## config.mk

```make
export PLATFORM = sky130hd
export DESIGN_NAME = fp_status_acc
export DESIGN_NICKNAME = d
export VERILOG_FILES = /design/src/rtl/fp_status_acc.sv
export SDC_FILE = /design/constraint.sdc
export NUM_CORES = 1
export LEC_CHECK = 0
export ABC_CLOCK_PERIOD_IN_PS = 1700
export CORE_MARGIN = 5
export CORE_UTILIZATION = 34
export CTS_BUF_LIST = sky130_fd_sc_hd__clkbuf_4
export CTS_CLUSTER_SIZE = 14
export DETAILED_ROUTE_END_ITERATION = 7
export GPL_TIMING_DRIVEN = 1
export PLACE_DENSITY = 0.82
export SLEW_MARGIN = 20
export SYNTH_ARGS = -nofsm -noshare
export SYNTH_HDL_FRONTEND = slang
export SYNTH_SLANG_ARGS = --single-unit
```

## constraint.sdc

```tcl
create_clock -name clk -period 1.7 [get_ports clk]
set_input_delay 0.51 -clock clk [delete_from_list [all_inputs] [get_ports clk]]
set_output_delay 0.51 -clock clk [all_outputs]
set_load 0.02 [all_outputs]
```

## src/rtl/fp_status_acc.sv

```systemverilog
module fp_status_acc #(
  parameter int NCAUSE = 9
) (
  input  logic                 clk,
  input  logic                 rst,
  input  logic                 upd_i,
  input  logic [NCAUSE+4:0]    ev_i,
  input  logic                 wr_i,
  input  logic [31:0]          wr_data_i,
  output logic [31:0]          status_o,
  output logic                 trap_o
);
  localparam int B_ANY  = 0;
  localparam int B_TRAP = 1;
  localparam int B_INV  = 2;
  localparam int B_FLG  = 3;
  localparam int B_CZ   = 7;
  localparam int B_EN   = B_CZ + NCAUSE;
  localparam int TOP    = B_EN + 4;
  localparam logic [31:0] WMASK = ((32'd1 << (TOP + 1)) - 32'd1) & ~(32'd1 << B_TRAP);

  logic [31:0] word_q;
  logic [31:0] merged;

  always_comb begin
    merged = word_q;
    merged[B_ANY] = word_q[B_ANY] | (|ev_i);
    merged[B_FLG +: 4] = word_q[B_FLG +: 4] | ev_i[3:0];
    merged[B_CZ +: NCAUSE] = word_q[B_CZ +: NCAUSE] | ev_i[5 +: NCAUSE];
    merged[B_INV] = word_q[B_INV] | ev_i[4] | (|merged[B_CZ +: NCAUSE]);
    merged[B_TRAP] = |(merged[B_INV +: 5] & merged[B_EN +: 5]);
  end

  always_ff @(posedge clk) begin
    if (rst)        word_q <= '0;
    else if (wr_i)  word_q <= wr_data_i & WMASK;
    else if (upd_i) word_q <= merged;
  end

  assign status_o = word_q;
  assign trap_o   = word_q[B_TRAP];
endmodule


```

# Word level (Yosys, flattened, before mapping)
# Cells that the tools add are included.
[totals]
register_bits = 21
input_bits = 50
out_inout_bits = 33
word_cells = 16
[op_classes]
mux = 2
bitwise = 6
n_reduce_logical = 5
[ops]
columns = ["op", "count"]
rows = [
  ["$mux W21", 1],
  ["$mux W16", 1],
  ["$reduce_or A14 Y1", 1],
  ["$or A9 B9 Y9", 1],
  ["$reduce_or A9 Y1", 1],
  ["$and A5 B5 Y5", 1],
  ["$reduce_or A5 Y1", 1],
  ["$or A4 B4 Y4", 1],
  ["$or A1 B1 Y1", 3],
  ["$reduce_bool A2 Y1", 1],
  ["$reduce_or A2 Y1", 1],
]

# Logic depth before layout (Yosys ltp)
# Gate-level depths: netlist of the first run.
[depth]
word_depth = 7
mapped_depth = 6
ltp_nobuf = 4

# Worst setup path before layout of the first run
# Ideal clock, no wire load.
[synth_timing]
path_kind = "input port to flip-flop"
start = "input ev_i[7]"
end = "register word_q[2], in the netlist status_o[2]"
setup_time_ps = 124
arrival_time_ps = 1363
required_ps = 1576
slack_ps = 213
cell_stages = 4
path_cell_list = "nor4_1 > nand3_1 > o41ai_2 > a21oi_1"
[synth_via]
elab_chain_len = 5
[synth_lines]
columns = ["element", "line_no", "text"]
rows = [
  ["from (decl)", "7", "input logic [NCAUSE+4:0] ev_i,"],
  ["$or A9 B9 Y9", "29", "merged[B_CZ +: NCAUSE] = word_q[B_CZ +: NCAUSE] | ev_i[5 +: NCAUSE];"],
  ["$reduce_or A9 Y1", "30", "merged[B_INV] = word_q[B_INV] | ev_i[4] | (|merged[B_CZ +: NCAUSE]);"],
  ["$or A1 B1 Y1", "30", ""],
  ["$mux W16", "37", "else if (upd_i) word_q <= merged;"],
  ["$mux W21", "36", "else if (wr_i) word_q <= wr_data_i & WMASK;"],
  ["to (signal assigned)", "36", ""],
  ["to (signal assigned)", "37", ""],
  ["to (decl)", "22", "logic [31:0] word_q;"],
]
# Every way passes these cells. The select of a mux whose other input is x is not followed.
# A chain may end at the register's enable or synchronous reset.

# Worst setup path in the final report of the first run
# Ends and elaborated chain as after synthesis.

==> results of run 1 <==
## layer usage
layer / vias to the layer above / global-route usage (%)
met5: - / 0
met4: 0 / 3.807
met3: 2 / 5.782
met2: 40 / 22.92
met1: 500 / 15.48
li1: 568 / -
## critical path: cells and delay by family
kind	cells	cell delay [ps]
simple gates	2	240
buf+inv	2	620
compound gates	2	420
## path summary, 6_finish.rpt
path,depth (start not counted),startpoint,to,slack [ps]
max,6,ev_i[7],status_o[2]$_SDFFE_PP0P_,100
min,2,status_o[16]$_SDFFE_PP0P_,status_o[1]$_SDFFE_PP0P_,520
max reg2reg,3,status_o[15]$_SDFFE_PP0P_,status_o[2]$_SDFFE_PP0P_,320
min reg2reg,2,status_o[16]$_SDFFE_PP0P_,status_o[1]$_SDFFE_PP0P_,520
## synth_stat cells
| cell type | n |
|---|---|
| or4_4 | 1 |
| nor3_1 | 2 |
| nor2b_1 | 1 |
| mux2i_1 | 5 |
| a41oi_1 | 1 |
| o31ai_1 | 1 |
| buf_6 | 2 |
| nand3_1 | 1 |
| clkbuf_8 | 1 |
| buf_4 | 17 |
| dfxtp_1 | 21 |
| a2111oi_0 | 1 |
| nor4_1 | 4 |
| nand4_1 | 1 |
| o41ai_2 | 1 |
| nor2_1 | 37 |
| buf_2 | 2 |
| inv_1 | 1 |
| nand2_1 | 2 |
| o21ai_0 | 4 |
| clkbuf_1 | 3 |
| a21oi_1 | 27 |
| conb_1 | 1 |
## logic make-up (layout without fill, tap and decap cells)
group | Yosys count | count (layout) | share of synthesized area (%)
DFF | 21 | 21 | 39.30
AOI/OAI and AO/OA | 35 | 35 | 18.36
other | 1 | 11 | 0.3505
buffers and inverters | 26 | 78 | 17.66
muxes | 5 | 5 | 4.679
and+or+nand+nor | 49 | 49 | 19.65
## cell type report
| type | count | area (µm²) |
|---|---|---|
| clock buffers | 4 | 30.03 |
| fillers | 299 | 1308 |
| inverters | 1 | 3.754 |
| multi-input cells | 100 | 515.5 |
| flip-flops and latches | 21 | 420.4 |
| well taps | 44 | 55.05 |
| repair buffers | 73 | 695.7 |
## stage by stage
step | power (mW) | TNS [ps] | std cells | worst slack [ps]
5_1_grt | 1.213 | 0 | 243 | 48.37
6_report | 1.144 | 0 | 243 | 100.3
3_5_place_dp | 0.9200 | -1020 | 237 | -421.0
3_3_place_gp | 0.9154 | -946.6 | 237 | -388.1
2_1_floorplan | 0.7580 | 0 | 147 | 213.1
4_1_cts | 1.152 | 0 | 242 | 10.53
## power by group through the flow
| stage | sequential, mW | combinational (mW) | clock (mW) |
|---|---|---|---|
| after floorplan | 0.588 | 0.171 | 0 |
| after global placement | 0.559 | 0.356 | 0 |
| after detailed placement | 0.560 | 0.360 | 0 |
| after CTS | 0.547 | 0.341 | 0.263 |
| after global routing | 0.553 | 0.372 | 0.289 |
| final | 0.547 | 0.341 | 0.256 |
## repair_timing
action | CTS | global route
endpoints found under the setup margin | 24 | 2
gates resized for setup | 24 | 7
pin swaps | 3 | 4
buffers inserted | 1 | 1
==> summary.txt, run 1 <==
STA
  – Final hold slack: approximately 520 ps
  – Fin. max-slew vios: 0
  – Final hold vios: 0
  – Tmin final: 1600 ps
  – Final period util: 94.10%
  – Skew final: around 1.6 ps
  – Highest clock rate: 625.1 MHz
  – Final setup viols: 0
  – RSZ-0062 raised after global routing: false

Drt
  – Drc violations: 0
  – WL met1: 1238 µm
  – Routed Wire Length: about 3000 µm
  – Routed wl met2: 1438 µm
  – Routed len/inst: 12.40 µm
  – ANT nets after route: 0
  – Detail-routed via count per cell: 4.568
  – Pre-antenna DRT Iters: 4
  – Max layer used: met4
  – DR iter-0 viols: 23
  – WL met3: 318 µm
  – DR vias: 1110

Placed design
  – PortBufs: 59
  – Placed Area: 1670 µm²
  – GPL Wtd Cong: 0.7113
  – DP Wirelength: ~2300 µm

Cells and area
  – Net count reported at finish: 250
  – N_diodes: 0
  – Most frequent cells in the layout: nor2_1, clkdlybuf4s50_1, a21oi_1, dlygate4sd2_1, dfxtp_1
  – Area Growth Syn to Fin: 60.82%
  – Most common cell after layout, fill and taps aside: nor2_1
  – Max reg flops: 21
  – Final core area utilization: between 50% and 60%
  – Final Cell Area: 1720 µm²
  – Share of cells above drive strength 1: 11.56%

Synthesis
  – Post-Syn Area: 1070 µm²
  – Avg Synthesized Cell Area: between 7 and 8 µm²
  – Top post-synthesis cells by area: dfxtp_1, nor2_1, a21oi_1
  – Register area share after synthesis: between 30% and 40%
  – Cell variety after synth: 23
  – Top cell type's share of synthesized area: 39.30%
  – Total number of yosys warnings: 0
  – Leading area contributor after synthesis: dfxtp_1
  – Cell count after synthesis: 137
  – Flops & latches, synth: 21

Pwr
  – Leakage power: 0.8312 nW
  – Seq pwr share: 47.8%
  – Logic pwr share: roughly 30%
  – Switch share: roughly 30%
  – P_sw: 0.3411 mW
  – Cell Int Power: ~0.80 mW
  – Cell Pwr Density: 664.8 nW/µm²
  – Maximum VDD drop: 360.8 µV
  – Clock Power Share: approximately 22%

Clocking
  – TritonCTS clock tree: yes
  – Clk_lat worst skew: 300 ps
  – Hold-fix buffers, CTS: 0
  – Register clock-pin slew on the reported worst setup and hold paths: 110 ps
  – Total CTS buffers: 3
  – Clock sink count: 21
  – CTS max path bufs: 2
  – CTS Root Buffer Type: clkbuf_4
  – H-tree levels: 1

Setup path
  – CP required: 1890 ps
  – Slowest stage delay, CP: 460 ps
  – Critical Path Slowest Stage Cell: clkdlybuf4s50_1
  – Crit path max fanout: 2
  – Crit. End Element: register
  – Crit Path Class: input pin to register
  – Critical path, cell by cell: clkdlybuf4s50_1 -> nor4_2 -> buf_4 -> nand3_2 -> o41ai_2 -> a21oi_1
  – Critical path arrival: 1790 ps
  – CP startpoint kind: input pin

Worst hold path
  – Worst Hold Class: register to register

Global routing
  – GRT Overall Usage: 13.57%
  – Initial antenna violation count: 0
  – First-pass GRT wire length: between 4000 and 5000 µm
  – Largest net degree at the start of global routing: 37
  – Global route overflow: 0
  – Vias in the first global route: 1065

Floorplan
  – Starting Density: 35.33%
  – I/O Pins: 83
  – Die area: 4368 µm²
  – Num rows: 20
  – Core ar.: 3028 µm²
  – Die X: 66.09 µm
  – Die Y: approximately 66 µm

Run status
  – Status: complete, no violations

Run
  – # Max-Cap Violations: 0
Power figures use the tool's default switching activity.
==> run 2: changes to the inputs <==
Settings changed: CAP_MARGIN set to 20.
==> results of run 2 <==
The final DEF is identical to that of run 1; final timing and power are the same.
